<file path="src/rtl/icr_pkg.sv">
`timescale 1ns/1ps
package icr_pkg;
    localparam int ADDR_W = 12;
    localparam int DATA_W = 32;
    localparam int IDX_W  = 10;

    localparam logic [ADDR_W-1:0] OFS_CTRL     = 12'h000;
    localparam logic [ADDR_W-1:0] OFS_EN_SET   = 12'h030;
    localparam logic [ADDR_W-1:0] OFS_EN_CLR   = 12'h034;
    localparam logic [ADDR_W-1:0] OFS_ACK      = 12'h044;
    localparam logic [ADDR_W-1:0] OFS_MSK_SET  = 12'h048;
    localparam logic [ADDR_W-1:0] OFS_MSK_CLR  = 12'h04C;
    localparam logic [ADDR_W-1:0] OFS_SRC_BASE = 12'h100;

    localparam logic [IDX_W-1:0] NO_IRQ = 10'd1023;
endpackage

</file>
<file path="src/rtl/icr_src_bank.sv">
`timescale 1ns/1ps
module icr_src_bank
    import icr_pkg::*;
#(
    parameter int NSRC  = 32,
    parameter int NCPU  = 4,
    parameter int CPU_W = $clog2(NCPU)
) (
    input  logic                           clk,
    input  logic                           rst,
    input  logic                           wr_en,
    input  logic                           pcpu_sel,
    input  logic [ADDR_W-1:0]              addr,
    input  logic [DATA_W-1:0]              wdata,
    input  logic [CPU_W-1:0]               cpu_id,
    output logic [NSRC-1:0]                gen_en_q,
    output logic [NSRC-1:0][NCPU-1:0]      route_q,
    output logic [NSRC-1:0][NCPU-1:0]      fiq_q,
    output logic [NCPU-1:0][NSRC-1:0]      mask_q
);
    localparam int SIDX_W = $clog2(NSRC);

    logic              idx_ok;
    logic [SIDX_W-1:0] idx;
    logic [ADDR_W-1:0] off;
    logic              slot_hit;
    logic [SIDX_W-1:0] slot;

    assign idx_ok   = wdata[IDX_W-1:0] < IDX_W'(NSRC);
    assign idx      = wdata[SIDX_W-1:0];
    assign off      = addr - OFS_SRC_BASE;
    assign slot_hit = (addr >= OFS_SRC_BASE) && (off < ADDR_W'(4*NSRC)) && (addr[1:0] == 2'b00);
    assign slot     = off[2 +: SIDX_W];

    always_ff @(posedge clk) begin
        if (rst) begin
            gen_en_q <= '0;
            route_q  <= '0;
            fiq_q    <= '0;
            mask_q   <= '1;
        end else if (wr_en) begin
            if (!pcpu_sel) begin
                if (addr == OFS_EN_SET && idx_ok) gen_en_q[idx] <= 1'b1;
                if (addr == OFS_EN_CLR && idx_ok) gen_en_q[idx] <= 1'b0;
                if (slot_hit) begin
                    route_q[slot] <= wdata[NCPU-1:0];
                    fiq_q[slot]   <= wdata[8 +: NCPU];
                end
            end else begin
                if (addr == OFS_MSK_SET && idx_ok) mask_q[cpu_id][idx] <= 1'b1;
                if (addr == OFS_MSK_CLR && idx_ok) mask_q[cpu_id][idx] <= 1'b0;
            end
        end
    end
endmodule

</file>
<file path="src/rtl/icr_lowest.sv">
`timescale 1ns/1ps
module icr_lowest
    import icr_pkg::*;
#(
    parameter int NSRC = 32
) (
    input  logic [NSRC-1:0]  req,
    output logic             hit,
    output logic [IDX_W-1:0] idx
);
    always_comb begin
        idx = NO_IRQ;
        for (int s = NSRC - 1; s >= 0; s--) begin
            if (req[s]) idx = IDX_W'(s);
        end
        hit = |req;
    end
endmodule

</file>
<file path="src/rtl/icr_ctrl.sv">
`timescale 1ns/1ps
module icr_ctrl
    import icr_pkg::*;
#(
    parameter int NSRC      = 32,
    parameter int NCPU      = 4,
    parameter int TIMER_SRC = 5,
    parameter int CPU_W     = $clog2(NCPU)
) (
    input  logic              clk,
    input  logic              rst,
    input  logic              wr_en,
    input  logic              rd_en,
    input  logic              pcpu_sel,
    input  logic [11:0]       addr,
    input  logic [31:0]       wdata,
    input  logic [CPU_W-1:0]  cpu_id,
    input  logic [NSRC-1:0]   src_level,
    output logic [31:0]       rdata,
    output logic [NCPU-1:0]   irq_o
);
    localparam int SIDX_W = $clog2(NSRC);

    logic [NSRC-1:0]               gen_en_q;
    logic [NSRC-1:0][NCPU-1:0]     route_q;
    logic [NSRC-1:0][NCPU-1:0]     fiq_q;
    logic [NCPU-1:0][NSRC-1:0]     mask_q;
    logic [NCPU-1:0][NSRC-1:0]     elig;
    logic [NCPU-1:0][IDX_W-1:0]    ack_idx;

    icr_src_bank #(.NSRC(NSRC), .NCPU(NCPU), .CPU_W(CPU_W)) u_bank (
        .clk(clk), .rst(rst), .wr_en(wr_en), .pcpu_sel(pcpu_sel),
        .addr(addr), .wdata(wdata), .cpu_id(cpu_id),
        .gen_en_q(gen_en_q), .route_q(route_q), .fiq_q(fiq_q), .mask_q(mask_q)
    );

    for (genvar c = 0; c < NCPU; c++) begin : g_cpu
        for (genvar s = 0; s < NSRC; s++) begin : g_src
            if (s == TIMER_SRC) begin : g_timer
                assign elig[c][s] = src_level[s] & route_q[s][c] & ~mask_q[c][s];
            end else begin : g_shared
                assign elig[c][s] = src_level[s] & route_q[s][c] & ~mask_q[c][s] & gen_en_q[s];
            end
        end
        icr_lowest #(.NSRC(NSRC)) u_pick (
            .req(elig[c]), .hit(irq_o[c]), .idx(ack_idx[c])
        );
    end

    logic [ADDR_W-1:0] off;
    logic              slot_hit;
    logic [SIDX_W-1:0] slot;
    logic [DATA_W-1:0] rd_word;

    assign off      = addr - OFS_SRC_BASE;
    assign slot_hit = (addr >= OFS_SRC_BASE) && (off < ADDR_W'(4*NSRC)) && (addr[1:0] == 2'b00);
    assign slot     = off[2 +: SIDX_W];

    always_comb begin
        rd_word = '0;
        if (pcpu_sel) begin
            if (addr == OFS_ACK) rd_word[IDX_W-1:0] = ack_idx[cpu_id];
        end else if (addr == OFS_CTRL) begin
            rd_word[11:2] = 10'(NSRC);
        end else if (slot_hit) begin
            rd_word[NCPU-1:0]  = route_q[slot];
            rd_word[8 +: NCPU] = fiq_q[slot];
        end
    end

    always_ff @(posedge clk) begin
        if (rst)        rdata <= '0;
        else if (rd_en) rdata <= rd_word;
    end
endmodule

</file>
<file path="config.mk">
export PLATFORM = sky130hd
export DESIGN_NAME = icr_ctrl
export DESIGN_NICKNAME = d
export VERILOG_FILES = /design/src/rtl/icr_pkg.sv /design/src/rtl/icr_src_bank.sv /design/src/rtl/icr_lowest.sv /design/src/rtl/icr_ctrl.sv
export SDC_FILE = /design/constraint.sdc
export NUM_CORES = 1
export LEC_CHECK = 0
export BUFFER_PORTS_ARGS = -buffer_cell sky130_fd_sc_hd__buf_2
export CORE_AREA = 2 2 252 254
export DETAILED_ROUTE_END_ITERATION = 16
export DIE_AREA = 0 0 254 256
export PLACE_DENSITY = 0.53
export SLEW_MARGIN = 20
export SYNTH_ARGS = -nofsm -noshare
export SYNTH_HDL_FRONTEND = slang
export SYNTH_SLANG_ARGS = --single-unit
</file>
<file path="constraint.sdc">
create_clock -name clk -period 3 [get_ports clk]
set_input_delay 0.45 -clock clk [delete_from_list [all_inputs] [get_ports clk]]
set_output_delay 0.45 -clock clk [all_outputs]
set_load 0.02 [all_outputs]
</file>
# Word level (Yosys, flattened, before mapping)
# Index checks and enable logic that the tools add are counted.
# word_totals
latchBits,0
n_memories,0
ramBits,0
romBits,0
ff_bits,428
output_inout_bits,36
# classes
eq_ne,5
reduce_logical,18
bitwise_logic,515
n_div,0
shifts,0
n_addsub,1
order_cmp,9
multipliers,0
muxes,161
# ops
operator,n
10-bit 2-to-1 mux,131
128-bit 2-to-1 mux,5
1-bit bitwise AND,380
128-bit bitwise mux,2
32-bit 2-to-1 mux,6
1-bit NOT,129
128-bit bitwise AND,1
128-bit NOT,1
128-bit bitwise OR,1
32-bit OR reduction,4
32-bit demux with 2-bit select,1
4-bit binary-select mux with 5-bit select,2
12-bit by 7-bit == test with 1-bit output (second input constant),3
32-bit bitwise AND,1
32-bit NOT,1
32-bit bitwise OR,1
4-bit 2-to-1 mux,7
12-bit by 6-bit == test with 1-bit output (second input constant),2
10-bit binary-select mux with 2-bit select,1
4-bit demux with 5-bit select,1
12-bit by 9-bit >= comparator with 1-bit output (second input constant),1
12-bit zero test,1
12-bit by 8-bit less-than comparator with 1-bit output (second input constant),1
5-bit by 6-bit less-than comparator with 1-bit output (second input constant),2
12 further kinds,24

# Logic depth before layout (Yosys ltp)
# Gate-level depths: netlist (run 1).
# logic_depth
word_depth,39
ltp_mapped,10
ltp_nobuf,8

# Hierarchy
# Synthesis (run 1) repeated with hierarchy kept, for this count alone.
# unflattened
hier_cells,2395
hier_area_um2,22729.3
# by_module_without_submodules
module,n_inst,seq_area_each_um2,cells_per_inst,area_each_um2
icr_src_bank,1,8328.0,1692,17012.6
icr_ctrl,1,240.2,419,4120.2
icr_lowest,4,0.0,71,399.1

# Worst setup path after synthesis (run 1)
# No wires, ideal clock.
# synth_timing
path_type,in2reg
startpoint,input addr[2]
endpoint,register rdata[10]
stages,9
t_arrival_ns,2.589
slack_ns,0.284
setup_ns,0.128
required_time_ns,2.872
cell_sequence,buf_2 buf_2 buf_2 buf_2 mux4_2 a211oi_1 o21ai_0 a32oi_1 nor2_1
# synth_via
elab_chain_cells,7
# synth_rtl
item,line,source
start: declaration,icr_ctrl.sv:15,"input logic [11:0] addr,"
12-bit by 9-bit subtractor with 12-bit output,icr_ctrl.sv:55,assign off = addr - OFS_SRC_BASE;
12-bit by 8-bit less-than comparator with 1-bit output,icr_ctrl.sv:56,assign slot_hit = (addr >= OFS_SRC_BASE) && (off < ADDR_W'(4*NSRC)) && (addr[1:0] == 2'b00);
1-bit logical AND (2 in series),icr_ctrl.sv:56,
4-bit 2-to-1 mux,icr_ctrl.sv:65,end else if (slot_hit) begin
4-bit 2-to-1 mux *,icr_ctrl.sv:63,end else if (addr == OFS_CTRL) begin
2-bit 2-to-1 mux *,icr_ctrl.sv:61,if (pcpu_sel) begin
end signal: assignment,icr_ctrl.sv:73,else if (rd_en) rdata <= rd_word;
end: declaration,icr_ctrl.sv:19,"output logic [31:0] rdata,"
# Mark *: on every way between the ends. The rest lies on a longest branch, timed or not. The select of a mux whose other input is x is not followed.
# A chain may end at the register's enable or synchronous reset.

# Worst setup path in the final report (run 1)
# layout_timing
startpoint,register u_bank.route_q[65] (netlist bit)
endpoint,output irq_o[1]
# layout_via
elab_chain_cells,4
# layout_rtl
item,line,source
start: declaration,icr_src_bank.sv:17,"output logic [NSRC-1:0][NCPU-1:0] route_q,"
start signal: indexed assignment,icr_src_bank.sv:46,route_q[slot] <= wdata[NCPU-1:0];
1-bit bitwise AND (3 in series),icr_ctrl.sv:42,assign elig[c][s] = src_level[s] & route_q[s][c] & ~mask_q[c][s] & gen_en_q[s];
32-bit OR reduction,icr_lowest.sv:16,hit = |req;
end: declaration,icr_ctrl.sv:20,output logic [NCPU-1:0] irq_o
# Every way passes these cells.

==> results of run 1 <==
[layout make-up]
| cell class | count | share of cell area (%) |
|---|---|---|
| multi-input cells | 1925 | 47.58 |
| flip-flops and latches | 426 | 33.54 |
| repair buffers | 266 | 8.130 |
| clock buffers | 67 | 5.398 |
| well taps | 846 | 4.163 |
| clock inverters | 20 | 1.009 |
| inverters | 12 | 0.1772 |
[how the worst min path moves through the flow]
stage,from,to,slack (ps)
floorplan,u_bank.fiq_q[120],u_bank.fiq_q[120],450
global placement,u_bank.fiq_q[66],u_bank.fiq_q[66],460
detailed placement,u_bank.fiq_q[109],u_bank.fiq_q[109],460
CTS,rst,rdata[10],210
global route,rst,rdata[10],240
finish,rst,rdata[10],230
[sequential cells by signal, indices dropped and copies added (netlist names), named ones only]
name	count
u_bank.fiq_q	128
u_bank.mask_q	128
u_bank.route_q	128
rdata	11
[placed cells by master, fill, tap and decap left out, types with 10 or more instances in the layout]
cell       instances
a211oi_1          45
a21oi_1          378
a31oi_1           39
and4b_1           40
buf_12            20
buf_2             75
buf_4            170
clkbuf_16         48
clkbuf_8          10
conb_1            20
dfxtp_1          426
inv_1             12
mux2i_1           39
mux4_2            71
nand2_1          331
nand2b_1          15
nand3_1           19
nand4_1           25
nand4b_1         101
nor2_1           239
nor2_4            20
nor2b_1           14
nor3_1            14
nor4_1            10
o211ai_1          13
o21ai_0          240
o21bai_1         129
[critical path: stages, from the launching register on]
cell	delay (ps)
dfxtp_1	370
and4b_1	250
or4_1	550
nor2_1	160
nand4_1	160
buf_4	180
buf_2	150
[through the flow]
step / hold slack [ps] / power, W / worst slack [ps]
after global routing: 244.9 / 0.01285 / 1.340
after floorplan: 450.5 / 0.006217 / 283.7
after global placement: 457.1 / 0.006476 / -130.5
final: 228.5 / 0.01251 / 114.0
after detailed placement: 463.3 / 0.006482 / -160.4
after CTS: 212.8 / 0.01260 / 9.034
[repair_timing]
item	in CTS	in global routing
gates resized for setup	1	5
pin swaps	0	1
setup endpoints to repair	1	6
[logic make-up after synthesis]
| group | share of synthesized area [%] |
|---|---|
| AO/OA/AOI/OAI | 23.89 |
| AND/OR/NAND/NOR | 22.38 |
| flip-flops | 39.60 |
| buffers and inverters | 4.823 |
| other | 0.01742 |
| multiplexers | 9.291 |
[power groups by stage]
stage | Clock (W) | Sequential (W) | Combinational, W
after global placement | 0 | 0.00579 | 0.000687
final | 0.00614 | 0.00566 | 0.000708
after CTS | 0.00625 | 0.00566 | 0.000694
after floorplan | 0 | 0.00579 | 0.000428
after global routing | 0.00645 | 0.00566 | 0.000743
after detailed placement | 0 | 0.00579 | 0.000694
[layer usage]
layer / routed length [µm] / global-route usage (%) / share of wire [%]
met5: 13 / 0 / 0.014
met4: 4231 / 11.88 / 4.6
met3: 6299 / 3.865 / 6.9
met2: 41860 / 43.84 / 46
met1: 39460 / 37.45 / 43
==> results.md, run 1 <==
* Worst EP arrival at between 2000 and 2500 ps
* Top cell type's share of synthesized area at about 40%
* Routed WL at between 90000 and 100000 µm
* Flop pwr share at between 40% and 50%
* EDFF count, synth at 0
* Antenna cell count at 0
* Reg2Reg Setup Slack at 180 ps
* Total clock buffers created by CTS at 48
* Vias in the first global route at ~20000
* Async SR Flop Fraction at 0%
* Largest cells by area after synthesis: dfxtp_1, a21oi_1, mux4_2, nand2_1, o21ai_0
* Core Area at between 60000 and 70000 µm²
* Reg area at 8528 µm²
* Worst Skew at between 15 and 20 ps
* DP Area at approximately 24000 µm²
* Lkg Pwr at 9.331 nW
* Count leader, synth: dfxtp_1
* Drt first-iter violations at ~2200
* Max cap viols at 0
* Layout cells sized above 1 at 17.08%
* Die area at 65020 µm²
* Final setup violation count at 0
* Crit path launch: u_bank.route_q[65]
* Multi-input combinational cell area at approximately 12000 µm²
* Post-route DRC at 0
* Period utilisation layout at a little over nine tenths
* Crit start category: flop
* CP Max Fanout at 3
* Max-slew violation count at 0
* Initial Util at 34.51%
* Hold Path Class: input pin to flop
* Die X at about 250 µm
* Peak supply drop at a little over 0.0004 V
* Clock Power Share at ~49%
* P&R area growth vs syn at 18.08%
* H-tree depth at 2
* Post-CTS setup buffer count at 0
* Slew margin rel. at a little under two fifths
* CTS tree: done
* Final Hold Fails at 0
* Placed cells at between 3000 and 4000
* Dominant synthesized flop cell: dfxtp_1
* Final setup TNS at 0 ps
* Die height at around 260 µm
* Global-route wire length before repair at approximately 130000 µm
* Gpl congestion at slightly below 1
* Worst slew pin tran at between 900 and 1000 ps
* # IOs at about 120
* Layout Cells excl Fill at between 3000 and 4000
* Clk pin slew, worst setup/hold paths at 60 ps
* Max frequency at approximately 350 MHz
* Register bit total from synthesis at between 400 and 500
* Clock latency on the worst-skew pair at about 610 ps
* Pint at 0.009475 W
* Pwr dens at 492.0 nW/µm²
* Worst Reg-to-Reg Cells at 9
* Avg WL per Cell at roughly 26 µm
* Initial antenna violation count at 3
* Largest net degree at the start of global routing at about 150
* Unrepaired setup endpoints after global routing: false
* Total of warnings raised by yosys at 0
* DRT Pass-1 Iters at 5
* CP endpoint kind: output pin
* Reg2Reg Capture Point: rdata[7]
* Leading area contributor after synthesis: dfxtp_1
* Post-synth top cells: dfxtp_1, a21oi_1, nand2_1
* CTS Sinks at between 400 and 500
* I/O Buffers at slightly below 80
* Min cycle time layout at between 2000 and 3000 ps
* Core Util, Final at ~40%
* Netlist cell types at between 60 and 70
* Root buf cell: clkbuf_16
* GRT Total Usage at 27.64%
* Register area share after synthesis at approximately two fifths
* Synthesized instance count at approximately 2600
* Longest Clk Path Bufs at 3
* Post-detail-place hpwl at between 60000 and 70000 µm
* Hold buffers post-CTS at 0
* Status: finished clean
* Worst Path Required at around 2600 ps
* Worst reg2reg startpoint: u_bank.route_q[3]
* Mapped cell area at between 20000 and 25000 µm²
* Sw Share at between 20% and 30%
* Global route overflow at 0
* Critical path class: flop to output pin
* Syn avg cell area at around 8.4 µm²
* Fillers at between 6000 and 7000
* Finished Cell Area at 25430 µm²
* Vias per cell at approximately 6.0
* Logic pwr share at 5.7%
* Number of core rows at just over 90
* Via count at roughly 21000
* Net switching power figure at between 0.003 and 0.004 W
* ANT nets after route at 0
* Worst Hold Depth at 2
* Worst Setup EP: irq_o[1]
* Fin nets at around 2800
No activity file was read; power rests on OpenSTA's default activity.
==> run 2: changes to the inputs <==
CORE_AREA = 2 2 258 260   (was 2 2 252 254)
DIE_AREA = 0 0 260 262   (was 0 0 254 256)
GPL_TIMING_DRIVEN = 0   (was unset)
SYNTH_HIERARCHICAL = 1   (was unset)
==> results.md, run 2 <==
* Via count at 20920
* Root buf cell: clkbuf_16
* Post-detail-place hpwl at approximately 81000 µm
* # IOs at between 100 and 150
* Peak supply drop at about 0.00043 V
* Fillers at around 6500
* Top Registers: u_bank/fiq_q (128), u_bank/mask_q (128), u_bank/route_q (128)
* P&R area growth vs syn at 17.18%
* Crit start category: input pin
* GRT Total Usage at roughly 29%
* DRT Pass-1 Iters at 5
* Worst EP arrival at between 3000 and 4000 ps
* Most common cell after layout, fill and taps aside: dfxtp_1
* CP Max Fanout at 10
* Clk pin slew, worst setup/hold paths at around 70 ps
* Pwr Total at 0.01266 W
* Total of warnings raised by yosys at 6
* Avg WL per Cell at 29.44 µm
* I/O Buffers at between 70 and 80
* Lkg Pwr at between 10 and 15 nW
* Die height at 262 µm
* Vias per cell at ~6
* Global-route wire length before repair at between 100000 and 150000 µm
* Worst slew pin tran at 1302 ps
* Mapped cell area at roughly 23000 µm²
* Routed WL at between 100000 and 150000 µm
* H-tree depth at 2
* Max-slew violation count at 0
* DP Area at ~24000 µm²
* Initial antenna violation count at 2
* Initial Util at between 30% and 40%
* Worst Skew at 42.97 ps
* Pwr dens at about 480 nW/µm²
* Syn avg cell area at roughly 9.5 µm²
* Min setup slack post-route at -28.49 ps
* Synthesized instance count at ~2400
* Final setup violation count at 13
* Die X at about 260 µm
* Finished Cell Area at 26590 µm²
* Fin nets at 2627
* Status: finished with violations
* Layout cells sized above 1 at between 10% and 20%
* CTS tree: done
* Unrepaired setup endpoints after global routing: true
* Gpl congestion at 1.029
* Final Hold Fails at 0
* Vias in the first global route at around 20000
* Largest net degree at the start of global routing at 16
* Min cycle time layout at a little over 3000 ps
* Core Area at around 65000 µm²
* ANT nets after route at 0
* Worst Path Required at 3430 ps
* CTS Sinks at roughly 430
* Slew margin rel. at 13.23%
* Critical path class: input pin to flop
* Post-route DRC at 0
* Max frequency at between 300 and 400 MHz
* Max cap viols at 0
* Period utilisation layout at 100.9%
* Hold buffers post-CTS at 0
* Total clock buffers created by CTS at 49
* Clock latency on the worst-skew pair at roughly 630 ps
* Number of core rows at 94
* Global route overflow at 0
* Die area at 68120 µm²
* Drt first-iter violations at 2054
* Longest Clk Path Bufs at 3
* Failing checks: setup timing
* Commonest cells after routing, fill and taps aside: dfxtp_1, nand2b_1, mux2i_1
* CP endpoint kind: flop
* Hold Path Class: input pin to flop
## run 2: final cells by class
| cell class | instances | area [µm²] | share of cell area [%] |
|---|---|---|---|
| clock inverter | 22 | 259.0 | 0.9741 |
| tap | 864 | 1081 | 4.066 |
| inverter | 18 | 67.56 | 0.2541 |
| buffer | 219 | 1096 | 4.122 |
| antenna | 1 | 2.502 | 0.009411 |
| sequential | 427 | 8548 | 32.15 |
| multi-input combinational | 1746 | 13730 | 51.65 |
| timing repair buffer | 83 | 432.9 | 1.628 |
| clock buffer | 68 | 1368 | 5.143 |
## run 2: metal layers
metal,vias up,global-route usage [%],wire (µm)
li1,9123,-,-
met1,10470,38.60,42380
met3,216,5.565,8464
met4,2,11.72,4524
met5,-,0,108
met2,1113,47.50,46040
## run 2: worst max-delay path, cell delays in order
cell and delay, ps:
buf_2 310, clkbuf_1 590, clkbuf_1 530, clkbuf_1 1020, clkbuf_1 460, a311oi_1 90
## run 2: through the flow
step | utilization (%) | std cells | TNS, ps | hold WS (ps) | setup WS (ps)
final | 40.73 | 3448 | -144.4 | 257.1 | -28.49
after global routing | 40.73 | 3447 | -12.28 | 273.9 | -9.724
after CTS | 40.18 | 3447 | 0 | 230.1 | 1.445
after detailed placement | 37.24 | 3352 | -93500 | 460.0 | -655.3
after global placement | 37.11 | 3350 | -133540 | 453.3 | -898.9
after floorplan | - | 2410 | 0 | 445.5 | 364.3
## run 2: worst paths after layout
| path | from | endpoint | slack [ps] | depth (start not counted) |
|---|---|---|---|---|
| min | wdata[10] | u_bank/fiq_q[118] | 260 | 3 |
| min reg2reg | rdata[6] | rdata[6] | 470 | 2 |
| max | rst | flop | -30 | 6 |
| max reg2reg | flop | rdata[0] | 20 | 10 |
## run 2: power breakdown
part | switching (W) | total [W] | leakage [nW] | internal [W]
sequential | 0.000000959 | 0.00567 | 3.44 | 0.00567
clock | 0.00260 | 0.00615 | 0.802 | 0.00355
combinational | 0.000596 | 0.000839 | 6.21 | 0.000243
total | 0.00319 | 0.0127 | 10.5 | 0.00947
## run 2: repair_timing
action                     4_1_cts  5_1_grt
gates resized for setup         57       73
setup endpoints to repair       10       46
pin swaps                       12        3
buffers inserted                 5        0
